**src/rtl/hsw_pkg.sv**
```systemverilog
package hsw_pkg;
  typedef enum logic [1:0] {
    PH_COLLECT = 2'd0,
    PH_BUSY    = 2'd1,
    PH_DONE    = 2'd2
  } phase_e;
endpackage

```
**src/rtl/hsw_in_bank.sv**
```systemverilog
module hsw_in_bank #(
  parameter int NUM_PORTS = 4,
  parameter int DATA_W    = 16
) (
  input  logic                              clk_i,
  input  logic                              rst_ni,
  input  logic [DATA_W-1:0]                 bus_data_i,
  input  logic [NUM_PORTS-1:0]              in_en_i,
  input  logic                              accept_i,
  input  logic                              clear_i,
  output logic [NUM_PORTS-1:0][DATA_W-1:0]  opnd_o,
  output logic                              all_loaded_o
);
  logic [NUM_PORTS-1:0] loaded_q;

  for (genvar g = 0; g < NUM_PORTS; g++) begin : g_port
    always_ff @(posedge clk_i or negedge rst_ni) begin
      if (!rst_ni) begin
        opnd_o[g]   <= '0;
        loaded_q[g] <= 1'b0;
      end else if (clear_i) begin
        loaded_q[g] <= 1'b0;
      end else if (accept_i && in_en_i[g]) begin
        opnd_o[g]   <= bus_data_i;
        loaded_q[g] <= 1'b1;
      end
    end
  end

  assign all_loaded_o = &loaded_q;
endmodule

```
**src/rtl/hsw_sum_kernel.sv**
```systemverilog
module hsw_sum_kernel #(
  parameter int NUM_PORTS = 4,
  parameter int DATA_W    = 16,
  parameter int LATENCY   = 4
) (
  input  logic                              clk_i,
  input  logic                              rst_ni,
  input  logic                              start_i,
  input  logic [NUM_PORTS-1:0][DATA_W-1:0]  opnd_i,
  output logic [NUM_PORTS-1:0][DATA_W-1:0]  result_o,
  output logic                              fin_o
);
  localparam int CNT_W = $clog2(LATENCY + 1);

  logic              run_q;
  logic [CNT_W-1:0]  cnt_q;
  logic [DATA_W-1:0] total_d, total_q;

  always_comb begin
    total_d = '0;
    for (int j = 0; j < NUM_PORTS; j++) total_d = total_d + opnd_i[j];
  end

  always_ff @(posedge clk_i or negedge rst_ni) begin
    if (!rst_ni) begin
      run_q   <= 1'b0;
      cnt_q   <= '0;
      total_q <= '0;
    end else if (start_i) begin
      run_q   <= 1'b1;
      cnt_q   <= CNT_W'(LATENCY);
      total_q <= total_d;
    end else if (run_q) begin
      if (cnt_q == CNT_W'(1)) run_q <= 1'b0;
      cnt_q <= cnt_q - CNT_W'(1);
    end
  end

  assign fin_o = run_q && (cnt_q == CNT_W'(1));

  // operands are frozen while running, so per-port results derive from them
  for (genvar g = 0; g < NUM_PORTS; g++) begin : g_res
    assign result_o[g] = total_q - opnd_i[g];
  end
endmodule

```
**src/rtl/hsw_out_bank.sv**
```systemverilog
module hsw_out_bank #(
  parameter int NUM_PORTS = 4,
  parameter int DATA_W    = 16
) (
  input  logic                              clk_i,
  input  logic                              rst_ni,
  input  logic                              load_i,
  input  logic [NUM_PORTS-1:0][DATA_W-1:0]  result_i,
  input  logic [NUM_PORTS-1:0]              out_en_i,
  input  logic                              track_i,
  output logic [DATA_W-1:0]                 bus_data_o,
  output logic                              bus_valid_o,
  output logic                              drain_o
);
  logic [NUM_PORTS-1:0][DATA_W-1:0] res_q;
  logic [NUM_PORTS-1:0]             read_q;

  assign drain_o = track_i && (&(read_q | out_en_i));

  for (genvar g = 0; g < NUM_PORTS; g++) begin : g_port
    always_ff @(posedge clk_i or negedge rst_ni) begin
      if (!rst_ni) begin
        res_q[g]  <= '0;
        read_q[g] <= 1'b0;
      end else if (load_i) begin
        res_q[g]  <= result_i[g];
        read_q[g] <= 1'b0;
      end else if (drain_o) begin
        read_q[g] <= 1'b0;
      end else if (track_i && out_en_i[g]) begin
        read_q[g] <= 1'b1;
      end
    end
  end

  // lowest enabled index wins if strobes ever overlap
  always_comb begin
    bus_data_o = '0;
    for (int j = NUM_PORTS - 1; j >= 0; j--) begin
      if (out_en_i[j]) bus_data_o = res_q[j];
    end
  end

  assign bus_valid_o = |out_en_i;
endmodule

```
**src/rtl/hs_module_wrap.sv**
```systemverilog
module hs_module_wrap
  import hsw_pkg::*;
#(
  parameter int NUM_PORTS = 4,
  parameter int DATA_W    = 16,
  parameter int LATENCY   = 4
) (
  input  logic                 clk_i,
  input  logic                 rst_ni,
  input  logic [DATA_W-1:0]    bus_data_i,
  input  logic [NUM_PORTS-1:0] in_en_i,
  input  logic [NUM_PORTS-1:0] out_en_i,
  output logic                 ready_o,
  output logic                 done_o,
  output logic [DATA_W-1:0]    bus_data_o,
  output logic                 bus_valid_o
);
  phase_e phase_q, phase_d;

  logic [NUM_PORTS-1:0][DATA_W-1:0] opnd, result;
  logic all_loaded, fin, drain;

  hsw_in_bank #(.NUM_PORTS(NUM_PORTS), .DATA_W(DATA_W)) u_in (
    .clk_i        (clk_i),
    .rst_ni       (rst_ni),
    .bus_data_i   (bus_data_i),
    .in_en_i      (in_en_i),
    .accept_i     (phase_q == PH_COLLECT),
    .clear_i      (drain),
    .opnd_o       (opnd),
    .all_loaded_o (all_loaded)
  );

  hsw_sum_kernel #(.NUM_PORTS(NUM_PORTS), .DATA_W(DATA_W), .LATENCY(LATENCY)) u_kern (
    .clk_i    (clk_i),
    .rst_ni   (rst_ni),
    .start_i  (ready_o),
    .opnd_i   (opnd),
    .result_o (result),
    .fin_o    (fin)
  );

  hsw_out_bank #(.NUM_PORTS(NUM_PORTS), .DATA_W(DATA_W)) u_out (
    .clk_i       (clk_i),
    .rst_ni      (rst_ni),
    .load_i      (fin),
    .result_i    (result),
    .out_en_i    (out_en_i),
    .track_i     (phase_q == PH_DONE),
    .bus_data_o  (bus_data_o),
    .bus_valid_o (bus_valid_o),
    .drain_o     (drain)
  );

  assign ready_o = (phase_q == PH_COLLECT) && all_loaded;
  assign done_o  = (phase_q == PH_DONE);

  always_comb begin
    phase_d = phase_q;
    unique case (phase_q)
      PH_COLLECT: if (ready_o) phase_d = PH_BUSY;
      PH_BUSY:    if (fin)     phase_d = PH_DONE;
      PH_DONE:    if (drain)   phase_d = PH_COLLECT;
      default:                 phase_d = PH_COLLECT;
    endcase
  end

  always_ff @(posedge clk_i or negedge rst_ni) begin
    if (!rst_ni) phase_q <= PH_COLLECT;
    else         phase_q <= phase_d;
  end
endmodule

```
**config.mk**
```make
export PLATFORM = sky130hd
export DESIGN_NAME = hs_module_wrap
export DESIGN_NICKNAME = d
export VERILOG_FILES = /design/src/rtl/hsw_pkg.sv /design/src/rtl/hsw_in_bank.sv /design/src/rtl/hsw_sum_kernel.sv /design/src/rtl/hsw_out_bank.sv /design/src/rtl/hs_module_wrap.sv
export SDC_FILE = /design/constraint.sdc
export NUM_CORES = 1
export LEC_CHECK = 0
export BUFFER_PORTS_ARGS = -buffer_cell sky130_fd_sc_hd__buf_2
export CAP_MARGIN = 10
export CORE_AREA = 5 5 159 238
export CTS_CLUSTER_SIZE = 28
export DETAILED_ROUTE_END_ITERATION = 10
export DIE_AREA = 0 0 164 243
export GPL_ROUTABILITY_DRIVEN = 0
export HOLD_SLACK_MARGIN = 0.15
export SLEW_MARGIN = 20
export SYNTH_ARGS = -nofsm -noshare
export SYNTH_HDL_FRONTEND = slang
export SYNTH_SLANG_ARGS = --single-unit
```
**constraint.sdc**
```tcl
create_clock -name clk_i -period 3.4 [get_ports clk_i]
set_input_delay 0.68 -clock clk_i [delete_from_list [all_inputs] [get_ports clk_i]]
set_output_delay 0.68 -clock clk_i [all_outputs]
set_load 0.005 [all_outputs]
```
# After elaboration in Yosys (flattened, before gate mapping)
# Cells that the tools add are included.
# Widths: inputs -> output; s select.
# op_classes
addsub,8
eq_ne,6
n_mux,33
bitwise,2
n_reduce_logical,29
# op_table
operator,n
$mux 16,4
$sub 16x16->16,4
$add 16x16->16,3
$mux 1,23
$reduce_bool 3->1,4
$logic_and 1x1->1,11
$reduce_bool 2->1,5
$reduce_and 2->1,4
$reduce_and 4->1,2
$mux 2,3
$mux 3,2
$ne 2x2->1 const B,3
$pmux 2 s3,1
$or 4x4->4,1
$reduce_or 4->1,1
$eq 3x1->1 const B,1
$reduce_and 3->1,1
$sub 3x1->3 const B,1
$eq 2x1->1 const B,1
$eq 2x2->1 const B,1
$logic_not 2->1,1
$not 1->1,1
# totals
reg_bits,158
inputBits,26
output_inout_bits,19
elab_cells,98

# Depth between registers and ports, before layout
# Gate-level depths: netlist of run 1.
# logic_depth
ltp_word,5
ltp_mapped,12
ltp_nobuf,12

# Modules after synthesis
# From an unflattened synthesis of run 1, not the netlist that was laid out.
# unflattened
cells_unflattened,1038
area_unflattened_um2,11168.2
# by_module_without_submodules
mod,instances,cells_each,area_each_um2,seq_area_each_um2
hsw_sum_kernel,1,642,5119.9,500.5
hsw_out_bank,1,235,3163.0,1701.6
hsw_in_bank,1,150,2767.7,1701.6
hs_module_wrap,1,11,117.6,50.0

# Worst setup path after synthesis of run 1
# OpenSTA, ideal clock, no wires.
# synth_timing
kind,register -> register
from,register u_in.opnd_o[1] (netlist bit)
to,register u_kern.total_q[13]
setup_time_ps,122
arrival_ps,2944
required_ps,3278
slack_ps,334
path_stages_with_launch,13
path_buffers,0
synth_period_minus_slack_ps,3066
cell_sequence,dfrtp_1 inv_1 fa_1 inv_1 fa_1 ha_1 fa_1 a21o_1 nand4_1 a21oi_1 nor3_1 mux2i_1 nand2_1
# synth_via
elab_chain_cells,3
# synth_lines
item,line,source
from (decl),hsw_in_bank.sv:11,"output logic [NUM_PORTS-1:0][DATA_W-1:0] opnd_o,"
"from (signal, indexed assignment)",hsw_in_bank.sv:24,opnd_o[g] <= bus_data_i;
$add 16x16->16 (3 in series),hsw_sum_kernel.sv:21,for (int j = 0; j < NUM_PORTS; j++) total_d = total_d + opnd_i[j];
to (signal assigned),hsw_sum_kernel.sv:32,total_q <= total_d;
to (decl),hsw_sum_kernel.sv:17,"logic [DATA_W-1:0] total_d, total_q;"
# Every way passes these cells.
# A chain may end at the register's enable or synchronous reset.

# Worst setup path in the final report of run 1
# layout_timing
from,register u_in.opnd_o[17] (netlist bit)
to,register u_kern.total_q[11]
# The elaborated chain is that of the path after synthesis.

==> reports/results.txt, run 1 <==
CP cell instances: inv_1, fa_1, inv_1, fa_1, ha_2, fa_1, a21o_1, nand4_1, a21oi_1, nor3_2, xor2_1, o21ai_1
fmax: 0.309 GHz
H-tree depth: 4
Mapped Avg Cell Area: 8.81 µm²
grt ovf: 0
crit path launch: u_in.opnd_o[17]
final instance area: 11900 µm²
commonest non-fill, non-tap cell in the layout: nand2_1
Die Y: 243 µm
number of synthesized flops with an enable pin: 0
unrepaired setup endpoints after global routing: false
# DRC: 0
r2r startpoint: u_in.opnd_o[17]
Worst setup SP type: flip-flop
ys flop type: dfrtp_1
HP Class: input port to async pin
clock-pin slew of the registers on the worst-case setup and hold paths: 60 ps
worst-path maximum fanout: 3
most frequent cells in the layout: nand2_1, dfrtp_1, o21ai_0
Crit. End Element: flip-flop
fraction of layout cells with a size suffix above 1: 0.0905
Routed WL per cell: 16.0 µm
antenna-violating nets left: 0
Std-Cell Rows: 85
Fin Setup TNS: 0 ps
synth unique cells: 66
WP buf/inv: 2
most frequent CP cell: fa_1
Max Clock Skew: 11.1 ps
R2R Path End: u_kern.total_q[11]
CTS sink count: 158
Worst path max stage delay: 520 ps
worst path required time: 3710 ps
Seq/Total Area, Yosys: 0.376
Core ar.: 35500 µm²
slowest stage cell on the critical path: fa_1
critical path depth: 12
CTS tree: built
Pins Over Slew Limit: 0
area delta synth->final: 12.8%
largest net degree at the start of global routing: 100
CTS Buf Count: 17
Via Count: 8340
Nets: 1362
Yosys warnings: 0
final setup fails: 0
syn_nets: 1332
Crit Path Category: flip-flop to flip-flop
Top delay family on crit path: adder cells
FF+latch count, synth: 158
drt total wl: 27500 µm
worst slew pin tran: 840 ps
Post-DP Area: 11300 µm²
clk root buf: clkbuf_16
status: complete, no violations
Starting Density: 0.296
pre-CTS setup slack: 25.5 ps
GR Util All Layers: 0.141
Syn Std Cell Area: 10500 µm²
Die Span X: 164 µm
number of global-route vias before repair: 8502
post-CTS setup buffers: 0
first-pass GRT wire length: 44500 µm
setup slack after layout: 160 ps
Initial DRT Pass Iterations: 5
Synth Instances: 1195
DP HPWL: 21700 µm
io pins: 45
Final Hold Vio Count: 0
FF-to-FF path depth: 12
max-cap viol count: 0
ys async rst share: 1.00
IO Port Bufs: 44
fin crit share: 0.953
CP Data Arrival Time: 3550 ps
Vias/cell: 4.86
CTS max path bufs: 2
Critical path destination: u_kern.total_q[11]
r2r setup slk: 160 ps
Die ar.: 39900 µm²
worst rel slew slack: 0.440
Iter 0 DRT Violations: 394
Worst-Skew Late Latency: 440 ps
Final Critical Period: 3240 ps
initial antenna violation count: 5
layout make-up:
type                    count  area, µm²
diodes                      1       2.50
clock buffers              19        433
clock inverters            13        143
fillers                  3733      23600
inverters                 100        375
multi-input cells         887       6000
flip-flops and latches    158       3950
well taps                 478        598
repair buffers             61        367
worst min-delay path by stage:
stage	from	end	slack (ps)
finish	rst_ni	u_in.opnd_o[16]	180
global route	rst_ni	u_kern.total_q[0]	210
CTS	rst_ni	u_kern.total_q[0]	200
detailed placement	u_in.loaded_q[3]	u_in.loaded_q[3]	460
global placement	u_in.loaded_q[3]	u_in.loaded_q[3]	450
floorplan	rst_ni	phase_q[0]	380
what timing repair did:
item / CTS / global route
setup endpoints to repair: 1 / 3
gates cloned: 0 / 0
hold buffers: 0 / 0
gates resized for setup: 1 / 1
pin swaps: 0 / 2
metrics by stage:
| stage | hold WS [ps] | cells | utilization |
|---|---|---|---|
| floorplan | 384 | 1195 | - |
| global placement | 452 | 1684 | 0.318 |
| detailed placement | 461 | 1684 | 0.318 |
| CTS | 195 | 1716 | 0.334 |
| global route | 214 | 1717 | 0.334 |
| finish | 180 | 1717 | 0.334 |
sequential cells by signal (all words and copies together), names as in the netlist:
| register | flops |
|---|---|
| u_in.loaded_q | 4 |
| u_out.res_q | 64 |
| u_kern.run_q | 1 |
| phase_q | 2 |
| u_out.read_q | 4 |
| u_kern.total_q | 16 |
| u_kern.cnt_q | 3 |
| u_in.opnd_o | 64 |
cell usage after synthesis, types with 5 or more instances:
library cell    n  share of area
nand2_1       195          0.070
dfrtp_1       158           0.38
o21ai_0       119          0.057
inv_1          99          0.035
a21oi_1        80          0.038
ha_1           77          0.092
o21ai_1        52          0.025
nor2_1         51          0.018
xnor2_1        41          0.034
fa_1           34          0.065
clkbuf_1       31          0.011
xor2_1         29          0.024
nand2b_1       20          0.012
a21o_1         17          0.012
a22oi_1        16          0.011
buf_2          13         0.0062
nand3_1        13         0.0062
a211oi_1        9         0.0064
nor2b_1         9         0.0053
o211ai_1        9         0.0064
mux2_2          8         0.0086
nor3_1          8         0.0038
a31oi_1         7         0.0042
o21a_1          7         0.0050
o31ai_1         7         0.0050
or3_1           7         0.0042
and3_1          6         0.0036
buf_1           6         0.0021
nand4_1         5         0.0030
cells by family after synthesis:
group / count (synthesis) / synth area share
simple gates: 334 / 0.140
compound gates: 361 / 0.203
buf+inv: 150 / 0.0550
mux: 11 / 0.0114
flops: 158 / 0.376
xor+xnor: 70 / 0.0582
fa+ha+maj: 111 / 0.156
per-layer routing:
layer	global-route usage	routed length, µm	vias up
met5	0	48	-
met4	0.0679	1080	8
met3	0.0219	684	63
met2	0.247	14000	129
met1	0.167	11700	4001
li1	-	-	4139
Power of run 1 is not shown: default switching activity piles up to over one toggle a cycle in this logic, so the estimate is an artifact.
==> run 2, diff against run 1 <==
--- a/config.mk
+++ b/config.mk
@@ -7,13 +7,14 @@
 export LEC_CHECK = 0
 export BUFFER_PORTS_ARGS = -buffer_cell sky130_fd_sc_hd__buf_2
 export CAP_MARGIN = 10
-export CORE_AREA = 5 5 159 238
+export CORE_AREA = 5 5 164 245
 export CTS_CLUSTER_SIZE = 28
 export DETAILED_ROUTE_END_ITERATION = 10
-export DIE_AREA = 0 0 164 243
+export DIE_AREA = 0 0 169 250
 export GPL_ROUTABILITY_DRIVEN = 0
 export HOLD_SLACK_MARGIN = 0.15
 export SLEW_MARGIN = 20
 export SYNTH_ARGS = -nofsm -noshare
 export SYNTH_HDL_FRONTEND = slang
+export SYNTH_HIERARCHICAL = 1
 export SYNTH_SLANG_ARGS = --single-unit
==> reports/results.txt, run 2 <==
CTS max path bufs: 2
Worst setup SP type: flip-flop
Iter 0 DRT Violations: 263
largest net degree at the start of global routing: 159
Mapped Avg Cell Area: 10.8 µm²
Initial DRT Pass Iterations: 4
M1 GR Usage: 0.151
final instance area: 12700 µm²
slowest stage cell on the critical path: fa_1
Core ar.: 38000 µm²
area of the multi-input gates: 6670 µm²
Die ar.: 42300 µm²
Routed WL per cell: 16.8 µm
syn_nets: 1175
post-synth top area share: 0.354
setup slack after layout: -3.91 ps
Worst path max stage delay: 540 ps
HP Class: input port to async pin
initial antenna violation count: 3
Starting Density: 0.294
# DRC: 0
worst path required time: 3770 ps
DP HPWL: 21400 µm
Std-Cell Rows: 88
drt total wl: 27100 µm
area leader, netlist: dfrtp_1
max-cap viol count: 0
status: complete, but fails checks
CP Data Arrival Time: 3770 ps
r2r setup slk: -4 ps
fraction of layout cells with a size suffix above 1: 0.253
number of synthesized flops with an enable pin: 0
most frequent CP cell: fa_1
Synth Instances: 1038
Yosys warnings: 6
Post-DP Area: 12100 µm²
fin crit share: 1.00
ys flop type: dfrtp_1
Fillers: 3788
synth unique cells: 69
Util after Layout: 0.334
Final Hold Vio Count: 0
Max Clock Skew: 8.18 ps
area delta synth->final: 13.6%
sequential cell area: 3950 µm²
IO Port Bufs: 44
most frequent cell after synthesis: dfrtp_1
Pins Over Slew Limit: 0
most frequent cells in the layout: dfrtp_1, inv_1, mux2_2
Vias/cell: 4.87
WP buf/inv: 2
clock-pin slew of the registers on the worst-case setup and hold paths: 60 ps
GRT met2 Usage: 0.236
Via Count: 7862
antenna-violating nets left: 0
first-pass GRT wire length: 43800 µm
Die Y: 250 µm
CTS Buf Count: 17
failing checks: negative setup slack
Syn Std Cell Area: 11200 µm²
CTS tree: built
fmax: 0.294 GHz
commonest non-fill, non-tap cell in the layout: dfrtp_1
CTS sink count: 158
unrepaired setup endpoints after global routing: true
Post-synth top cells: dfrtp_1, inv_1, mux2_2, ha_1, a21oi_1
FF+latch count, synth: 158
Die Span X: 169 µm
Crit Path Category: flip-flop to flip-flop
ys async rst share: 1.00
pre-CTS setup slack: -180 ps
Top delay family on crit path: adder cells
Final Critical Period: 3400 ps
GR Util All Layers: 0.130
Fin Setup TNS: -3.91 ps
worst-path maximum fanout: 3
io pins: 45
grt met3 use: 0.0235
grt ovf: 0
final setup fails: 1
GRT busiest layer: met2
number of global-route vias before repair: 8218
Crit. End Element: flip-flop
CP cell instances: inv_2, fa_1, inv_1, fa_1, ha_4, fa_2, a211oi_2, nor2_2, o311ai_4, a21oi_1, or4_1, nand4_1
biggest regs: u_in/opnd_o x64, u_out/res_q x64, u_kern/total_q x16
worst rel slew slack: 0.410
worst slew pin tran: 885 ps
Nets: 1242
Seq/Total Area, Yosys: 0.354
clk root buf: clkbuf_16
Synth area leaders: dfrtp_1, mux2_2, ha_1
Worst-Skew Late Latency: 440 ps
H-tree depth: 4
-- run 2: cell types whose count changed after synthesis, sizes merged, moves of 17 or more --
cell and delta:
a22oi -17, a21oi -17, o21ai -143, nand2 -146, clkbuf -21, xor2 -19
mux2 +124, a221oi +17
-- run 2: layout make-up --
type,count,share of cell area
tap,495,0.0488
sequential,158,0.312
multi-input combinational,746,0.526
inverter,104,0.0308
clock buffer,18,0.0338
antenna,3,0.000592
clock inverter,14,0.00878
timing repair buffer,78,0.0400
-- run 2: kinds of logic after synthesis --
family	count (synthesis)	share of synthesized area
buffers and inverters	134	0.0531
muxes	134	0.148
xor gates and xnor gates	66	0.0518
adders and majority gates	111	0.147
and+or+nand+nor	226	0.108
AOI/OAI and AO/OA	209	0.138
DFF	158	0.354
-- run 2: routing by layer --
metal,vias up,wire length (µm)
li1,3802,-
met1,3898,11300
met2,126,14200
met3,36,714
met4,0,878
met5,-,0
-- run 2: stage by stage --
stage          std cells  hold WS [ps]
3_3_place_gp        1575           473
2_1_floorplan       1038           384
6_report            1616           387
3_5_place_dp        1575           482
5_1_grt             1613           452
4_1_cts             1609           424
-- run 2: worst reg2reg max path, stage by stage (launching register included) --
cell,delay [ps]
dfrtp_1,370
inv_2,60
fa_1,540
inv_1,50
fa_1,470
ha_4,190
fa_2,370
a211oi_2,270
nor2_2,100
o311ai_4,270
a21oi_1,140
or4_1,410
nand4_1,100
-- run 2: worst paths after layout --
path | depth (start not counted) | endpoint | from
min reg2reg | 1 | u_out/res_q[23] | u_out/res_q[23]
max in group asynchronous | 2 | u_in/opnd_o[60] | rst_ni
min | 2 | u_out/res_q[48] | rst_ni
max reg2reg | 12 | u_kern/total_q[13] | u_in/opnd_o[1]
max | 12 | u_kern/total_q[13] | u_in/opnd_o[1]
min in group clk_i | 1 | u_out/res_q[23] | u_out/res_q[23]
-- run 2: repair_timing --
| item | CTS | global route |
|---|---|---|
| setup endpoints to repair | 4 | 6 |
| gates cloned | 0 | 0 |
| resized for setup | 5 | 4 |
| buffers inserted | 2 | 4 |
| pin swaps | 4 | 2 |
| hold buffers | 0 | 0 |
Power of run 2 is left out for the same reason.
==> run 3, diff against run 2 <==
--- a/config.mk
+++ b/config.mk
@@ -7,12 +7,13 @@
 export LEC_CHECK = 0
 export BUFFER_PORTS_ARGS = -buffer_cell sky130_fd_sc_hd__buf_2
 export CAP_MARGIN = 10
-export CORE_AREA = 5 5 164 245
+export CORE_AREA = 5 5 115 172
 export CTS_CLUSTER_SIZE = 28
 export DETAILED_ROUTE_END_ITERATION = 10
-export DIE_AREA = 0 0 169 250
+export DIE_AREA = 0 0 120 177
 export GPL_ROUTABILITY_DRIVEN = 0
 export HOLD_SLACK_MARGIN = 0.15
+export PLACE_DENSITY = 0.8
 export SLEW_MARGIN = 20
 export SYNTH_ARGS = -nofsm -noshare
 export SYNTH_HDL_FRONTEND = slang
==> reports/results.txt, run 3 (synthesized netlist as in run 2, its figures left out) <==
status: complete, no violations
first-pass GRT wire length: 43900 µm
Initial DRT Pass Iterations: 5
Die Span X: 120 µm
CTS Buf Count: 17
Pins Over Slew Limit: 0
biggest regs: u_in/opnd_o x64, u_out/res_q x64, u_kern/total_q x16
fraction of layout cells with a size suffix above 1: 0.257
DR WL met2: 14200 µm
CP cell instances: inv_2, fa_1, inv_1, fa_1, ha_2, fa_2, a211oi_4, nor2_2, buf_4, buf_4, o21a_1, nor2_2, xnor2_1, mux2_2
most frequent cells in the layout: dfrtp_1, inv_1, mux2_2
Via Count: 8308
max-cap viol count: 0
top sig layer: met4
Crit Path Category: flip-flop to flip-flop
H-tree depth: 4
Worst setup SP type: flip-flop
CP Data Arrival Time: 3690 ps
Worst-Skew Late Latency: 430 ps
worst-path maximum fanout: 3
Util after Layout: 0.678
Die ar.: 21200 µm²
initial antenna violation count: 0
worst slew pin tran: 799 ps
Diodes inserted: 0
R2R Path End: u_kern/total_q[7]
detailed-routing wirelength on met1: 11000 µm
metal3 WL: 1080 µm
Top delay family on crit path: adder cells
IO Port Bufs: 44
clk root buf: clkbuf_16
# DRC: 0
non-filler cells, final: 1334
CTS sink count: 158
CTS max path bufs: 2
Final Hold Vio Count: 0
commonest non-fill, non-tap cell in the layout: dfrtp_1
io pins: 45
antenna-violating nets left: 0
clock-pin slew of the registers on the worst-case setup and hold paths: 70 ps
r2r startpoint: u_in/opnd_o[1]
Std-Cell Rows: 61
Die Y: 177 µm
fin crit share: 0.994
final setup fails: 0
DP HPWL: 20500 µm
slowest stage cell on the critical path: fa_1
Worst path max stage delay: 550 ps
area delta synth->final: 10.8%
Max Clock Skew: 12.5 ps
Nets: 1238
Starting Density: 0.612
fmax: 0.296 GHz
Final Critical Period: 3380 ps
Core ar.: 18200 µm²
drt total wl: 27900 µm
HP Class: input port to async pin
Vias/cell: 6.23
r2r setup slk: 20 ps
FF-to-FF path depth: 14
WP buf/inv: 4
largest net degree at the start of global routing: 72
Fin Setup TNS: 0 ps
Crit. End Element: flip-flop
unrepaired setup endpoints after global routing: true
Hold WS: 252 ps
worst rel slew slack: 0.463
placed cell count: 1297
CTS tree: built
worst path required time: 3710 ps
Routed WL per cell: 20.9 µm
number of global-route vias before repair: 8596
Iter 0 DRT Violations: 594
GR Util All Layers: 0.266
grt ovf: 0
==> run 3: cell count changes in the layout (fill, tap and decap cells not counted), moves of 2 or more <==
cell        before  now
clkinv_8         0    2
buf_4           32   27
clkbuf_8         0    2
clkinv_4         1    3
diode_2          3    0
inv_1          103  101
clkinvlp_4       9    2
inv_2            1    3
==> run 3: per-layer routing <==
metal / vias up / GRT usage
met1: 4143 / 0.304
met2: 271 / 0.471
li1: 3786 / -
met3: 108 / 0.0429
met5: - / 0
met4: 0 / 0.149
==> run 3: timing repair <==
item,in CTS,in global routing
pin swaps,6,5
setup buffers,3,2
setup endpoints to repair,7,10
gates resized for setup,7,7
hold buffers,0,0
==> run 3: cell type report <==
class | count | area, µm²
Multi-Input combinational cell | 746 | 6690
Tap cell | 220 | 275
Clock inverter | 13 | 125
Timing Repair Buffer | 74 | 489
Fill cell | 1318 | 5870
Sequential cell | 158 | 3950
Inverter | 104 | 390
Clock buffer | 19 | 453
==> run 3: worst max-delay path by stage <==
stage | from | to | slack (ps) | cells past startpoint
after floorplan | u_in/opnd_o[1] | u_kern/total_q[13] | 20 | 12
after global placement | u_in/opnd_o[1] | u_kern/total_q[13] | -110 | 12
after detailed placement | u_in/opnd_o[1] | u_kern/total_q[13] | -210 | 12
after CTS | u_in/opnd_o[18] | u_kern/total_q[14] | 0.02 | 13
after global routing | u_in/opnd_o[17] | u_kern/total_q[7] | -70 | 14
final | u_in/opnd_o[1] | u_kern/total_q[7] | 20 | 14
==> run 3: through the flow <==
step	cell area [µm²]	setup slack [ps]
finish	12400	20.7
detailed placement	11700	-208
CTS	12300	0.0180
floorplan	11200	21.1
global route	12400	-65.2
global placement	11700	-109
==> run 3: worst register-to-register path: cells and delay by family (launching register included) <==
family                     cells  cell delay [ps]
AOI/OAI and AO/OA              2              400
DFF                            1              380
adders and majority gates      4             1560
xor gates and xnor gates       1               60
buffers and inverters          4              380
muxes                          1              260
and+or+nand+nor                2              190
Power of run 3 is left out for the same reason.
